File: src/rtl/cal_pkg.sv
package cal_pkg;

    localparam int CNT_NUM = 8;
    localparam int ADDR_W  = $clog2(CNT_NUM);
    localparam int BYTE_W  = 8;

    typedef logic [BYTE_W-1:0] bcd_t;

    typedef enum logic [ADDR_W-1:0] {
        IDX_CENT = 3'd0,
        IDX_SEC  = 3'd1,
        IDX_MIN  = 3'd2,
        IDX_HOUR = 3'd3,
        IDX_MDAY = 3'd4,
        IDX_MON  = 3'd5,
        IDX_YEAR = 3'd6,
        IDX_WDAY = 3'd7
    } cnt_idx_e;

    typedef struct packed {
        logic inc;
        logic ld;
        bcd_t val;
    } cnt_ctl_t;

    function automatic bcd_t bcd_inc(bcd_t v);
        if (v[3:0] >= 4'd9) return {v[7:4] + 4'd1, 4'd0};
        return {v[7:4], v[3:0] + 4'd1};
    endfunction

    function automatic bcd_t cnt_floor(int i);
        if (i == int'(IDX_MDAY) || i == int'(IDX_MON) || i == int'(IDX_WDAY))
            return 8'h01;
        return 8'h00;
    endfunction

    function automatic bcd_t cnt_ceil(int i);
        case (i)
            int'(IDX_CENT): return 8'h99;
            int'(IDX_SEC):  return 8'h59;
            int'(IDX_MIN):  return 8'h59;
            int'(IDX_HOUR): return 8'h23;
            int'(IDX_MON):  return 8'h12;
            int'(IDX_YEAR): return 8'h99;
            int'(IDX_WDAY): return 8'h07;
            default:        return 8'h31;
        endcase
    endfunction

    function automatic logic leap_year(bcd_t y);
        int bin;
        bin = int'(y[7:4]) * 10 + int'(y[3:0]);
        return (bin % 4) == 0;
    endfunction

    function automatic bcd_t month_len(bcd_t mon, bcd_t yr);
        case (mon)
            8'h02:                      return leap_year(yr) ? 8'h29 : 8'h28;
            8'h04, 8'h06, 8'h09, 8'h11: return 8'h30;
            default:                    return 8'h31;
        endcase
    endfunction

endpackage

File: src/rtl/cal_bcd_counter.sv
module cal_bcd_counter
    import cal_pkg::*;
#(
    parameter bcd_t FLOOR = 8'h00
) (
    input  logic     clk,
    input  logic     rst,
    input  cnt_ctl_t ctl,
    input  bcd_t     ceil_i,
    output bcd_t     q,
    output logic     full
);

    assign full = (q >= ceil_i);

    always_ff @(posedge clk) begin
        if (rst)          q <= FLOOR;
        else if (ctl.ld)  q <= ctl.val;
        else if (ctl.inc) q <= full ? FLOOR : bcd_inc(q);
    end

    AST_WRAP_TO_FLOOR: assert property (@(posedge clk) disable iff (rst)
        (ctl.inc && !ctl.ld && full) |=> (q == FLOOR));
    AST_LOAD_WINS: assert property (@(posedge clk) disable iff (rst)
        ctl.ld |=> (q == $past(ctl.val)));
    AST_IDLE_HOLD: assert property (@(posedge clk) disable iff (rst)
        (!ctl.inc && !ctl.ld) |=> $stable(q));

endmodule

File: src/rtl/cal_hour_counter.sv
module cal_hour_counter
    import cal_pkg::*;
(
    input  logic     clk,
    input  logic     rst,
    input  logic     mode_12h,
    input  cnt_ctl_t ctl,
    output bcd_t     q,
    output logic     full
);

    logic       pm;
    logic [6:0] hv;
    bcd_t       inc_v;
    bcd_t       nxt;

    assign pm    = q[7];
    assign hv    = q[6:0];
    assign inc_v = bcd_inc({1'b0, hv});

    always_comb begin
        if (mode_12h) begin
            full = pm && (hv == 7'h11);
            if (hv == 7'h11)      nxt = {~pm, 7'h12};
            else if (hv >= 7'h12) nxt = {pm, 7'h01};
            else                  nxt = {pm, inc_v[6:0]};
        end else begin
            full = (q >= 8'h23);
            nxt  = full ? 8'h00 : {1'b0, inc_v[6:0]};
        end
    end

    always_ff @(posedge clk) begin
        if (rst)          q <= 8'h00;
        else if (ctl.ld)  q <= ctl.val;
        else if (ctl.inc) q <= nxt;
    end

    AST_H24_MSB_CLEAR: assert property (@(posedge clk) disable iff (rst)
        (!mode_12h && ctl.inc && !ctl.ld) |=> !q[7]);
    AST_H12_NOON_FLIP: assert property (@(posedge clk) disable iff (rst)
        (mode_12h && ctl.inc && !ctl.ld && hv == 7'h11) |=> (q[7] != $past(q[7])));
    AST_H12_DAY_WRAP: assert property (@(posedge clk) disable iff (rst)
        (mode_12h && ctl.inc && !ctl.ld && full) |=> (q == 8'h12));
    AST_HOUR_LOAD: assert property (@(posedge clk) disable iff (rst)
        ctl.ld |=> (q == $past(ctl.val)));

endmodule

File: src/rtl/bcd_calendar.sv
module bcd_calendar
    import cal_pkg::*;
(
    input  logic              clk,
    input  logic              rst,
    input  logic              tick_100hz,
    input  logic              mode_12h,
    input  logic              wr_en,
    input  logic [ADDR_W-1:0] addr,
    input  logic [BYTE_W-1:0] wr_data,
    output logic [BYTE_W-1:0] rd_data,
    output logic [CNT_NUM-1:0] wrap_strb
);

    bcd_t               cnt_q [CNT_NUM];
    cnt_ctl_t           ctl   [CNT_NUM];
    logic [CNT_NUM-1:0] cnt_full;
    logic [CNT_NUM-1:0] cnt_ld;
    logic [CNT_NUM-1:0] cnt_inc;
    logic [CNT_NUM-1:0] cnt_carry;
    bcd_t               mday_ceil;

    assign mday_ceil = month_len(cnt_q[IDX_MON], cnt_q[IDX_YEAR]);

    // Carry chain evaluated in order inside one block: no loop between drivers.
    always_comb begin
        for (int i = 0; i < CNT_NUM; i++) cnt_ld[i] = wr_en && (addr == ADDR_W'(i));
        cnt_inc   = '0;
        cnt_carry = '0;
        cnt_inc[IDX_CENT]   = tick_100hz;
        cnt_carry[IDX_CENT] = cnt_inc[IDX_CENT] && cnt_full[IDX_CENT] && !cnt_ld[IDX_CENT];
        cnt_inc[IDX_SEC]    = cnt_carry[IDX_CENT];
        cnt_carry[IDX_SEC]  = cnt_inc[IDX_SEC]  && cnt_full[IDX_SEC]  && !cnt_ld[IDX_SEC];
        cnt_inc[IDX_MIN]    = cnt_carry[IDX_SEC];
        cnt_carry[IDX_MIN]  = cnt_inc[IDX_MIN]  && cnt_full[IDX_MIN]  && !cnt_ld[IDX_MIN];
        cnt_inc[IDX_HOUR]   = cnt_carry[IDX_MIN];
        cnt_carry[IDX_HOUR] = cnt_inc[IDX_HOUR] && cnt_full[IDX_HOUR] && !cnt_ld[IDX_HOUR];
        cnt_inc[IDX_WDAY]   = cnt_carry[IDX_HOUR];
        cnt_carry[IDX_WDAY] = cnt_inc[IDX_WDAY] && cnt_full[IDX_WDAY] && !cnt_ld[IDX_WDAY];
        cnt_inc[IDX_MDAY]   = cnt_carry[IDX_HOUR];
        cnt_carry[IDX_MDAY] = cnt_inc[IDX_MDAY] && cnt_full[IDX_MDAY] && !cnt_ld[IDX_MDAY];
        cnt_inc[IDX_MON]    = cnt_carry[IDX_MDAY];
        cnt_carry[IDX_MON]  = cnt_inc[IDX_MON]  && cnt_full[IDX_MON]  && !cnt_ld[IDX_MON];
        cnt_inc[IDX_YEAR]   = cnt_carry[IDX_MON];
        cnt_carry[IDX_YEAR] = cnt_inc[IDX_YEAR] && cnt_full[IDX_YEAR] && !cnt_ld[IDX_YEAR];
        for (int i = 0; i < CNT_NUM; i++)
            ctl[i] = '{inc: cnt_inc[i], ld: cnt_ld[i], val: wr_data};
    end

    for (genvar i = 0; i < CNT_NUM; i++) begin : g_cnt
        if (i == int'(IDX_HOUR)) begin : g_hour
            cal_hour_counter u_hour (
                .clk      (clk),
                .rst      (rst),
                .mode_12h (mode_12h),
                .ctl      (ctl[i]),
                .q        (cnt_q[i]),
                .full     (cnt_full[i])
            );
        end else begin : g_plain
            bcd_t ceil_v;
            if (i == int'(IDX_MDAY)) begin : g_dyn
                assign ceil_v = mday_ceil;
            end else begin : g_fix
                assign ceil_v = cnt_ceil(i);
            end
            cal_bcd_counter #(.FLOOR(cnt_floor(i))) u_cnt (
                .clk    (clk),
                .rst    (rst),
                .ctl    (ctl[i]),
                .ceil_i (ceil_v),
                .q      (cnt_q[i]),
                .full   (cnt_full[i])
            );
        end
    end

    always_ff @(posedge clk) begin
        if (rst) wrap_strb <= '0;
        else     wrap_strb <= cnt_carry;
    end

    assign rd_data = cnt_q[addr];

    AST_STRB_CHAIN: assert property (@(posedge clk) disable iff (rst)
        wrap_strb[IDX_SEC] |-> wrap_strb[IDX_CENT]);
    AST_MON_NEEDS_MDAY: assert property (@(posedge clk) disable iff (rst)
        wrap_strb[IDX_MON] |-> wrap_strb[IDX_MDAY]);
    AST_MDAY_RANGE: assert property (@(posedge clk) disable iff (rst)
        (cnt_inc[IDX_MDAY] && !cnt_ld[IDX_MDAY] && cnt_q[IDX_MDAY] < mday_ceil)
        |=> (cnt_q[IDX_MDAY] <= month_len(cnt_q[IDX_MON], cnt_q[IDX_YEAR])));

endmodule

File: config.mk
export PLATFORM = sky130hd
export DESIGN_NAME = bcd_calendar
export DESIGN_NICKNAME = d
export VERILOG_FILES = /design/src/rtl/cal_pkg.sv /design/src/rtl/cal_bcd_counter.sv /design/src/rtl/cal_hour_counter.sv /design/src/rtl/bcd_calendar.sv
export SDC_FILE = /design/constraint.sdc
export NUM_CORES = 1
export LEC_CHECK = 0
export ABC_AREA = 1
export ABC_CLOCK_PERIOD_IN_PS = 7600
export BUFFER_PORTS_ARGS = -buffer_cell sky130_fd_sc_hd__clkbuf_2
export CAP_MARGIN = 10
export CORE_ASPECT_RATIO = 0.5
export CORE_UTILIZATION = 32
export CTS_CLUSTER_DIAMETER = 30
export DETAILED_ROUTE_END_ITERATION = 7
export PLACE_DENSITY = 0.56
export SKIP_CTS_REPAIR_TIMING = 1
export SLEW_MARGIN = 25
export SYNTH_ARGS = -nofsm -noshare
export SYNTH_HDL_FRONTEND = slang
export SYNTH_SLANG_ARGS = --single-unit
File: constraint.sdc
create_clock -name clk -period 7.6 [get_ports clk]
set_input_delay 1.52 -clock clk [delete_from_list [all_inputs] [get_ports clk]]
set_output_delay 1.52 -clock clk [all_outputs]
set_load 0.05 [all_outputs]
==> summary.md, run 1 <==
| Metric | Value |
|---|---|
| Status | `complete, no violations` |
| Number of synthesized flops with an enable pin | `0` |
| Leakage | `2.51 nW` |
| Layout cells sized above 1 | `0.111` |
| Maximum vdd drop | `about 0.11 mV` |
| Via count | `~5300` |
| Most frequent cells in the layout | `165 x nand2_1, 86 x inv_1, 76 x nor2_1, 72 x dfxtp_1, 55 x nand3_1` |
| CP max-delay cell | `nor2_2` |
| First-pass GRT wire length | `around 26000 um` |
| Adder-cell share of the synthesized area | `0.115` |
| Placed insts | `between 1000 and 1500` |
| Worst Clk Skew | `around 0.0076 ns` |
| Min-delay worst type | `register to register` |
| Crit path DAT | `a little over 3 ns` |
| Worst-Margin Slew | `about 1 ns` |
| # nets final | `approximately 870` |
| Pwr/cell area | `~160 nW/um^2` |
| CTS tree | `built` |
| Setup ws final | `between 3 and 4 ns` |
| Mapped Area | `5210 sq um` |
| Via density | `between 5 and 6` |
| Top delay family on crit path | `buffers and inverters` |
| Most common cell after layout, fill and taps aside | `nand2_1` |
| Die height | `around 92 um` |
| GR Util met2 | `0.315` |
| YS warnings | `0` |
| Hold depth | `2` |
| Routed wire per std cell | `between 15 and 20 um` |
| Initial antenna violation count | `0` |
| Ant diodes | `0` |
| Worst skew pair latency | `approximately 0.34 ns` |
| Fin crit share | `0.603` |
| P_sw | `roughly 0.00026 W` |
| CTS H-tree depth | `3` |
| Port Buffers | `31` |
| Internal | `0.000694 W` |
| XOR/XNOR share of the synthesized area | `0.0336` |
| Fillcell total | `1701` |
| Root buf cell | `clkbuf_16` |
| Crit-path max FO | `16` |
| WP depth | `8` |
| Endpoints failing hold | `0` |
| Finished Core Util | `0.376` |
| Max Root-Sink Buffers | `2` |
| Met3 global-route usage | `0.0322` |
| RD Place Congestion | `between 0.9 and 1` |
| Antenna Violating Nets Remaining | `0` |
| Num rows | `32` |
| Post-synth ARST share | `0` |
| DRC viols | `0` |
| Post-synthesis mux area share | `0` |
| Avg Synthesized Cell Area | `between 6 and 7 sq um` |
| Total core area | `15700 sq um` |
| Die X-Extent | `between 150 and 200 um` |
| Setup Viol. Count Final | `0` |
| Endpoint type of the worst setup path | `output port` |
| Area Overhead vs Synth | `12.8%` |
| Sequential Power Share | `0.416` |
| Post-Synth Simple-Gate Area | `0.280` |
| Full die area | `about 17000 sq um` |
| Drt total wl | `16500 um` |
| Worst-path cell chain | `clkbuf_2 -> inv_2 -> nor2_2 -> inv_2 -> o22ai_1 -> a221oi_1 -> o21ai_0 -> clkbuf_2` |
| Detail Placement HPWL | `around 12000 um` |
| Initial Util | `0.333` |
| Busiest grt layer | `met2` |
| Register Area | `~1400 sq um` |
| Crit path required time | `between 6 and 7 ns` |
| Unique masters post-synth | `41` |
| Number of max-cap violations | `0` |
| Max Clock Freq | `218 MHz` |
| Vias in the first global route | `approximately 4700` |
| TNS Setup | `0 ns` |
| Largest family of logic cells by synthesized area | `simple AND/OR/NAND/NOR gates` |
| Sequential fraction of the synthesis area | `0.277` |
| Final Power | `between 0.0009 and 0.001 W` |
| Gate Count Post-Synth | `roughly 800` |
| CP Buf/Inv Count | `4` |
| GR Overflow Total | `0` |
| Worst reg2reg path depth | `19` |
| Share of power burned in the clock network | `0.467` |
| Max stage delay on crit path | `a little under 0.5 ns` |
| Met1 usage | `0.286` |
| Sw frac | `0.271` |
| Combinational Power Share | `0.117` |
| Top_reg_cell synth | `dfxtp_1` |
| Synth Register Bits | `72` |
| CTS sink count | `a little over 70` |
| RSZ-0062 raised after global routing | `false` |
| I/O pin count | `32` |
| 1st-iter DRT viols | `around 390` |
| Fin cells | `just over 1000` |
| Final Critical Period | `between 4 and 5 ns` |
| Synthesized Nets | `roughly 840` |
| Max Slew Vio Count | `0` |
| Clock Pin Slew Worst Setup and Hold Paths | `0.06 ns` |
| Post-synthesis compound-gate area fraction | `0.202` |
| GR Util All Layers | `0.204` |
| Pre-CTS setup slack | `3.00 ns` |
| DRT Pass-1 Iters | `5` |
| Setup CP Type | `primary input to output port` |
| Multi-input combinational cell area | `around 3300 sq um` |
| Pin count of the biggest net entering global routing | `46` |
| Worst slew margin | `0.331` |
| CTS Buf Count | `9` |
| CP Launch Type | `primary input` |
## logic make-up after synthesis
family                   after synthesis
AO/OA/AOI/OAI                        177
buffers and inverters                126
AND/OR/NAND/NOR                      337
flip-flops                            72
XOR/XNOR                              20
adder cells (fa/ha/maj)               48
## metrics by stage
stage                     instance area (sq um)  hold slack [ns]
after global placement                     5570            0.478
after global routing                       5880            0.501
after floorplan                            5210            0.453
after CTS                                  5880            0.490
final                                      5880            0.490
after detailed placement                   5570            0.481
## layout make-up
| class | count | area share |
|---|---|---|
| clock inverter | 3 | 0.00681 |
| clock buffer | 12 | 0.0453 |
| timing repair buffer | 32 | 0.0277 |
| sequential | 72 | 0.245 |
| tap | 221 | 0.0470 |
| inverter | 107 | 0.0683 |
| multi-input combinational | 582 | 0.560 |
## cell usage after synthesis (5+ instances only)
cell type  count  area (sq um)
ha_1          48           601
xor2_1         9          78.8
nand3_1       55           275
o2111ai_1      7          61.3
o22ai_1       28           175
nor3_1        10          50.1
xnor2_1       11          96.3
nor2_2         5          31.3
nand2_2        9          56.3
nand4_1        7          43.8
a21oi_1       54           270
inv_1         86           323
dfxtp_1       72          1440
inv_2         20          75.1
nand2_1      165           619
clkbuf_1      16          60.1
a31oi_1       16           100
o21ai_1        8          40.0
o21ai_0       40           200
a221oi_1       5          43.8
nor2_1        76           285
## tightest hold or removal path, cell delays in order (launching register included)
cell and delay [ns]:
dfxtp_1 0.32, nand2_1 0.07, a21oi_1 0.05
## layer usage
metal,up-vias,share of wire
met3,29,0.061
met5,-,0
met2,139,0.42
met1,2449,0.49
met4,0,0.024
li1,2670,-
## final timing paths
check / from / to / slack, ns
worst max-delay path: addr[1] / rd_data[5] / 3.01
worst min-delay path: g_cnt[2].g_plain.u_cnt.q[7] / g_cnt[2].g_plain.u_cnt.q[7] / 0.49
worst max register to register: g_cnt[5].g_plain.u_cnt.q[0] / g_cnt[6].g_plain.u_cnt.q[5] / 4.69
worst min register to register: g_cnt[2].g_plain.u_cnt.q[7] / g_cnt[2].g_plain.u_cnt.q[7] / 0.49
## registers in the layout, indices dropped and copies added (netlist names)
register and cells:
g_cnt.g_plain.u_cnt.q 56, wrap_strb 8, g_cnt.g_hour.u_hour.q 8
## power groups by stage
stage               combinational, W  sequential (W)  clock (W)
global route                0.000123        0.000397   0.000469
CTS                         0.000110        0.000396   0.000450
floorplan                  0.0000771        0.000400          0
global placement            0.000109        0.000405          0
finish                      0.000111        0.000396   0.000444
detailed placement          0.000110        0.000404          0
Note: power is estimated with default switching activity, not from simulation.
==> run 2, diff against run 1 <==
Settings changed: ABC_CLOCK_PERIOD_IN_PS 7600 to 4300.
Clock period 7.6 ns to 4.3 ns, I/O delays scaled along.
==> run 2 against run 1 <==
- clock power is 75% higher
- wire length is 0.18% lower
- non-clock buffer count is 1 higher
- sequential cell count stayed put
- power is 76% higher
- hold slack better by 0.0018 ns
- combinational power is 77% higher
- sequential share of layout area hardly changed
- via count is 0.81% lower
- first-iteration DRC count is 6.7% higher
- critical path type unchanged
- largest cell class unchanged
==> summary.md, run 2 (synthesis results as in run 1) <==
| Metric | Value |
|---|---|
| Fin crit share | `0.762` |
| Endpoints failing hold | `0` |
| Layout cells sized above 1 | `0.111` |
| CTS tree | `built` |
| Crit path required time | `approximately 3.4 ns` |
| Reg-to-reg startpoint | `g_cnt[5].g_plain.u_cnt.q[0]` |
| GR Util All Layers | `0.204` |
| Setup ws final | `approximately 1.0 ns` |
| # nets final | `around 870` |
| Multi-input combinational cell area | `3290 sq um` |
| 1st-iter DRT viols | `between 400 and 500` |
| DRC viols | `0` |
| Worst slew margin | `0.340` |
| Via count | `about 5200` |
| Fin cells | `1031` |
| Worst-path cell chain | `clkbuf_2 -> inv_2 -> nor2_2 -> inv_2 -> o22ai_1 -> a221oi_1 -> o21ai_0 -> clkbuf_2` |
| P_sw | `0.000461 W` |
| Crit-path max FO | `16` |
| CTS H-tree depth | `3` |
| Routed wire per std cell | `roughly 16 um` |
| Initial antenna violation count | `0` |
| CP max-delay cell | `nor2_2` |
| Crit path DAT | `~2.4 ns` |
| Finished Core Util | `0.376` |
| Largest regs | `g_cnt.g_plain.u_cnt.q x56, g_cnt.g_hour.u_hour.q x8, wrap_strb x8` |
| Pre-CTS setup slack | `slightly above 1 ns` |
| Top delay family on crit path | `buffers and inverters` |
| Largest register FFs | `56` |
| Setup Viol. Count Final | `0` |
| Num rows | `32` |
| CTS Buf Count | `9` |
| CTS sink count | `about 70` |
| Hold depth | `2` |
| Endpoint type of the worst setup path | `output port` |
| Max Slew Vio Count | `0` |
| Setup CP Type | `primary input to output port` |
| Via density | `5.09` |
| Final Critical Period | `3.27 ns` |
| Fillcell total | `around 1700` |
| Min-delay worst type | `register to register` |
| Leakage | `2.51 nW` |
| Most common cell after layout, fill and taps aside | `nand2_1` |
| Worst-Margin Slew | `0.989 ns` |
| Placed insts | `between 1000 and 1500` |
| Total core area | `around 16000 sq um` |
| Pin count of the biggest net entering global routing | `45` |
| Detail Placement HPWL | `12300 um` |
| Status | `complete, no violations` |
| Combinational Power Share | `0.117` |
| Full die area | `approximately 17000 sq um` |
| Hold Path End | `g_cnt[1].g_plain.u_cnt.q[3]` |
| Sequential Power Share | `0.418` |
| Area Overhead vs Synth | `12.8%` |
| RD Place Congestion | `between 0.9 and 1` |
| CP Buf/Inv Count | `4` |
| Max Clock Freq | `between 300 and 400 MHz` |
| Initial Util | `0.333` |
| Die X-Extent | `182 um` |
| Clock Pin Slew Worst Setup and Hold Paths | `~0.060 ns` |
| Sw frac | `0.275` |
| Pwr/cell area | `approximately 280 nW/um^2` |
| DRT Pass-1 Iters | `7` |
| Worst R2R End | `g_cnt[6].g_plain.u_cnt.q[7]` |
| Worst hold start | `g_cnt[1].g_plain.u_cnt.q[3]` |
| Worst skew pair latency | `0.34 ns` |
| Die height | `~90 um` |
| First-pass GRT wire length | `26400 um` |
| Vias in the first global route | `around 4800` |
| Maximum vdd drop | `approximately 0.21 mV` |
| I/O pin count | `32` |
| Root buf cell | `clkbuf_16` |
| Most frequent cells in the layout | `165 x nand2_1, 86 x inv_1, 76 x nor2_1, 72 x dfxtp_1, 55 x nand3_1` |
| Worst reg2reg path depth | `19` |
| Internal | `0.00122 W` |
| Register Area | `1440 sq um` |
| GR Overflow Total | `0` |
| Max stage delay on crit path | `roughly 0.51 ns` |
| Antenna Violating Nets Remaining | `0` |
| FF-to-FF setup slack | `1.38 ns` |
| Max Root-Sink Buffers | `2` |
| Worst Clk Skew | `0.0108 ns` |
| Number of max-cap violations | `0` |
| TNS Setup | `0 ns` |
| Ant diodes | `0` |
| Share of power burned in the clock network | `0.465` |
| Port Buffers | `31` |
| Drt total wl | `16500 um` |
| CP Launch Type | `primary input` |
| Largest register by flop count | `g_cnt.g_plain.u_cnt.q` |
| RSZ-0062 raised after global routing | `false` |
[run 2: worst max-delay path by stage]
| stage | endpoint | cells after the start | startpoint | slack (ns) |
|---|---|---|---|---|
| floorplan | rd_data[3] | 5 | addr[1] | 0.86 |
| global placement | rd_data[5] | 8 | addr[1] | 1.09 |
| detailed placement | rd_data[5] | 8 | addr[1] | 1.04 |
| CTS | rd_data[5] | 8 | addr[1] | 1.04 |
| global route | rd_data[4] | 7 | addr[0] | 0.89 |
| finish | rd_data[5] | 8 | addr[1] | 1.03 |
[run 2: metal layers]
layer,track usage,wire (um),vias to the layer above
li1,-,-,2671
met1,0.288,8080,2419
met2,0.322,7180,134
met3,0.0302,975,20
met4,0.0525,282,0
met5,0,0,-
[run 2: power groups by stage]
| stage | Clock, W | Sequential (W) | Combinational, W |
|---|---|---|---|
| 6_report | 0.000779 | 0.000700 | 0.000196 |
| 3_3_place_gp | 0 | 0.000715 | 0.000192 |
| 5_1_grt | 0.000822 | 0.000702 | 0.000219 |
| 2_1_floorplan | 0 | 0.000706 | 0.000136 |
| 4_1_cts | 0.000790 | 0.000700 | 0.000195 |
| 3_5_place_dp | 0 | 0.000714 | 0.000194 |
[run 2: per-stage QoR]
stage	hold slack [ns]	instance area [sq um]	power, W
floorplan	0.453	5210	0.000843
global placement	0.477	5580	0.000907
detailed placement	0.480	5580	0.000909
CTS	0.490	5880	0.00168
global route	0.511	5880	0.00174
finish	0.492	5880	0.00168
[run 2: area by class of cell]
| class | count | area share |
|---|---|---|
| clock buffer | 13 | 0.0443 |
| clock inverter | 3 | 0.00681 |
| inverter | 107 | 0.0683 |
| multi-input combinational | 582 | 0.560 |
| sequential | 72 | 0.245 |
| tap | 221 | 0.0470 |
| timing repair buffer | 33 | 0.0289 |
[run 2: tightest hold or removal path, cell delays in order (launching register included)]
cell and delay, ns:
dfxtp_1 0.33, nand2_1 0.07, a21oi_1 0.05
==> run 3, diff against run 2 <==
Settings changed: ABC_AREA 1 to 0, ABC_CLOCK_PERIOD_IN_PS 4300 to 2700, PLACE_DENSITY 0.56 to 0.58.
Clock period 4.3 ns to 2.7 ns, I/O delays scaled along.
==> run 3 against run 2 <==
- the flow now finishes with violations (negative setup slack)
- first-iteration DRC count up 47%
- count of clock-buffer cells in the layout up 1
- clock skew down 0.0039 ns
- cell count down 6.1%
- largest cell class unchanged
- power up 69%
==> summary.md, run 3 <==
| Metric | Value |
|---|---|
| Status | `finished, violations left` |
| Failing checks | `negative setup slack` |
| Sw frac | `0.284` |
| CTS H-tree depth | `3` |
| Unique masters post-synth | `86` |
| Crit-path most repeated cell | `a31oi_1` |
| Maximum vdd drop | `approximately 0.26 mV` |
| Fin cells | `about 970` |
| Combinational Power Share | `0.165` |
| Crit path required time | `2.97 ns` |
| Sequential fraction of the synthesis area | `0.261` |
| Max Root-Sink Buffers | `2` |
| Worst skew pair latency | `around 0.34 ns` |
| Placed insts | `between 900 and 1000` |
| Multi-input combinational cell area | `around 3900 sq um` |
| Setup ws final | `-0.339 ns` |
| Final instance area | `roughly 6800 sq um` |
| Ant diodes | `0` |
| Fillcell total | `about 1600` |
| # nets final | `800` |
| RD Place Congestion | `around 0.9` |
| Endpoints failing hold | `0` |
| First-pass GRT wire length | `29000 um` |
| CP max-delay cell | `or4_4` |
| Vias in the first global route | `a little over 5000` |
| Routed wire per std cell | `around 19 um` |
| Num rows | `33` |
| Initial Util | `0.332` |
| Layout cells sized above 1 | `0.259` |
| Detail Placement HPWL | `between 10000 and 15000 um` |
| Port Buffers | `31` |
| YS warnings | `0` |
| Register Area | `roughly 1400 sq um` |
| Top delay family on crit path | `simple AND/OR/NAND/NOR gates` |
| Leakage | `between 2 and 3 nW` |
| Via count | `roughly 5500` |
| Initial antenna violation count | `0` |
| Min-delay worst type | `register to register` |
| Mapped Area | `5530 sq um` |
| Number of max-cap violations | `0` |
| Die X-Extent | `~190 um` |
| Crit-path max FO | `5` |
| Gate Count Post-Synth | `approximately 660` |
| Largest register FFs | `56` |
| 1st-iter DRT viols | `roughly 610` |
| Setup CP Type | `register to register` |
| CTS sink count | `just over 70` |
| Via density | `around 5.7` |
| Largest area contributor in the netlist | `dfxtp_1` |
| Top_reg_cell synth | `dfxtp_1` |
| Die height | `94.9 um` |
| P_sw | `~0.00080 W` |
| DRT Pass-1 Iters | `5` |
| Final Critical Period | `just over 3 ns` |
| GR Util All Layers | `0.215` |
| TNS Setup | `-5.57 ns` |
| CTS Buf Count | `9` |
| CP Launch Type | `register` |
| Most common cell after layout, fill and taps aside | `buf_4` |
| Worst-path cell chain | `inv_2 -> ha_2 -> o211ai_1 -> a21oi_1 -> a31oi_1 -> nor3_2 -> nor2_1 -> ha_1 -> nand2_1 -> o21ai_2 -> nand3_2 -> or4_4 -> or4_1 -> a31oi_1` |
| Number of synthesized flops with an enable pin | `0` |
| Max stage delay on crit path | `0.52 ns` |
| Synth Register Bits | `72` |
| Internal | `roughly 0.0020 W` |
| Synth top area share | `0.261` |
| Top-count cell post-synth | `dfxtp_1` |
| Crit path DAT | `3.31 ns` |
| Pwr/cell area | `approximately 420 nW/um^2` |
| Setup Viol. Count Final | `23` |
| Max Slew Vio Count | `0` |
| Post-synth ARST share | `0` |
| Worst-Margin Slew | `between 0.6 and 0.7 ns` |
| CP Buf/Inv Count | `1` |
| Ranking of synthesized cells by area | `dfxtp_1 26%, ha_1 11%, mux4_2 5.7%` |
| DRC viols | `0` |
| Max Clock Freq | `approximately 330 MHz` |
| RSZ-0062 raised after global routing | `true` |
| Largest register by flop count | `g_cnt.g_plain.u_cnt.q` |
| Hold slack final | `between 0.4 and 0.5 ns` |
| Placed inst area | `approximately 6400 sq um` |
| Most frequent cells in the layout | `76 x buf_4, 68 x dfxtp_1, 55 x nor2_1, 49 x nand2_1, 44 x ha_1` |
| Synthesized Nets | `721` |
| I/O pin count | `32` |
| Total core area | `between 15000 and 20000 sq um` |
| Avg Synthesized Cell Area | `around 8.4 sq um` |
| Worst Clk Skew | `0.00687 ns` |
| GR Overflow Total | `0` |
| Drt total wl | `18500 um` |
| CTS tree | `built` |
| Share of power burned in the clock network | `0.433` |
| Area Overhead vs Synth | `22.8%` |
| Largest regs | `g_cnt.g_plain.u_cnt.q x56, g_cnt.g_hour.u_hour.q x8, wrap_strb x8` |
| Worst slew margin | `0.537` |
| Fin crit share | `1.13` |
| Root buf cell | `clkbuf_16` |
| Most instantiated cells after synthesis | `72 x dfxtp_1, 55 x nor2_1, 49 x nand2_1, 48 x ha_1, 41 x o21ai_0` |
| Full die area | `approximately 18000 sq um` |
| Sequential Power Share | `0.402` |
| Clock Pin Slew Worst Setup and Hold Paths | `~0.06 ns` |
| Endpoint type of the worst setup path | `register` |
| Antenna Violating Nets Remaining | `0` |
| Pin count of the biggest net entering global routing | `28` |
==> run 3: cell count changes in the layout (fill, tap and decap cells not counted), sizes merged, moves of 15 or more <==
cell	delta
nand2	-125
nand3	-26
nor2	-27
o22ai	-28
a21oi	-15
mux4	+16
inv	-68
buf	+76
nor3	+15
==> run 3: power groups by stage <==
stage | Combinational [W] | Sequential (W) | Clock (W)
6_report | 0.000467 | 0.00114 | 0.00122
5_1_grt | 0.000511 | 0.00114 | 0.00128
4_1_cts | 0.000455 | 0.00114 | 0.00124
3_5_place_dp | 0.000453 | 0.00116 | 0
3_3_place_gp | 0.000447 | 0.00116 | 0
2_1_floorplan | 0.000288 | 0.00115 | 0
==> run 3: stage by stage <==
step | power, W | utilization | setup slack, ns
floorplan | 0.00144 | - | -0.312
global route | 0.00294 | 0.408 | -0.560
detailed placement | 0.00161 | 0.385 | -0.465
CTS | 0.00283 | 0.402 | -0.478
global placement | 0.00161 | 0.385 | -0.399
finish | 0.00283 | 0.408 | -0.339
==> run 3: layout make-up <==
cell class,count,share of cell area
Clock buffer,14,0.0374
Multi-Input combinational cell,506,0.567
Timing Repair Buffer,109,0.113
Sequential cell,72,0.213
Clock inverter,2,0.00571
Inverter,38,0.0217
Tap cell,227,0.0418
==> run 3: logic make-up (layout without fill, tap and decap cells) <==
| group | count (synthesis) | in the layout | synth area share |
|---|---|---|---|
| flops | 72 | 72 | 0.261 |
| fa+ha+maj | 48 | 48 | 0.109 |
| mux | 30 | 30 | 0.0937 |
| buf+inv | 79 | 163 | 0.0627 |
| compound gates | 187 | 187 | 0.230 |
| xor+xnor | 4 | 4 | 0.00634 |
| simple gates | 237 | 237 | 0.238 |
==> run 3: path summary, 6_finish.rpt <==
| path | start | depth (start not counted) | to | slack, ns |
|---|---|---|---|---|
| setup / recovery | g_cnt[5].g_plain.u_cnt.q[4] | 14 | g_cnt[6].g_plain.u_cnt.q[0] | -0.34 |
| hold / removal | g_cnt[2].g_plain.u_cnt.q[5] | 2 | g_cnt[2].g_plain.u_cnt.q[5] | 0.49 |
| setup reg to reg | g_cnt[5].g_plain.u_cnt.q[4] | 14 | g_cnt[6].g_plain.u_cnt.q[0] | -0.34 |
| hold reg to reg | g_cnt[2].g_plain.u_cnt.q[5] | 2 | g_cnt[2].g_plain.u_cnt.q[5] | 0.49 |
==> run 3: routing by layer <==
metal	up-vias	GRT usage	wire, um
met4	0	0.0596	345
met2	212	0.350	8290
li1	2640	-	-
met1	2652	0.283	8230
met3	29	0.0557	1600
met5	-	0	0
==> run 3: worst min-delay path, cell delays in order (launching register included) <==
cell      delay (ns)
dfxtp_1         0.31
inv_1           0.07
a211oi_1        0.06
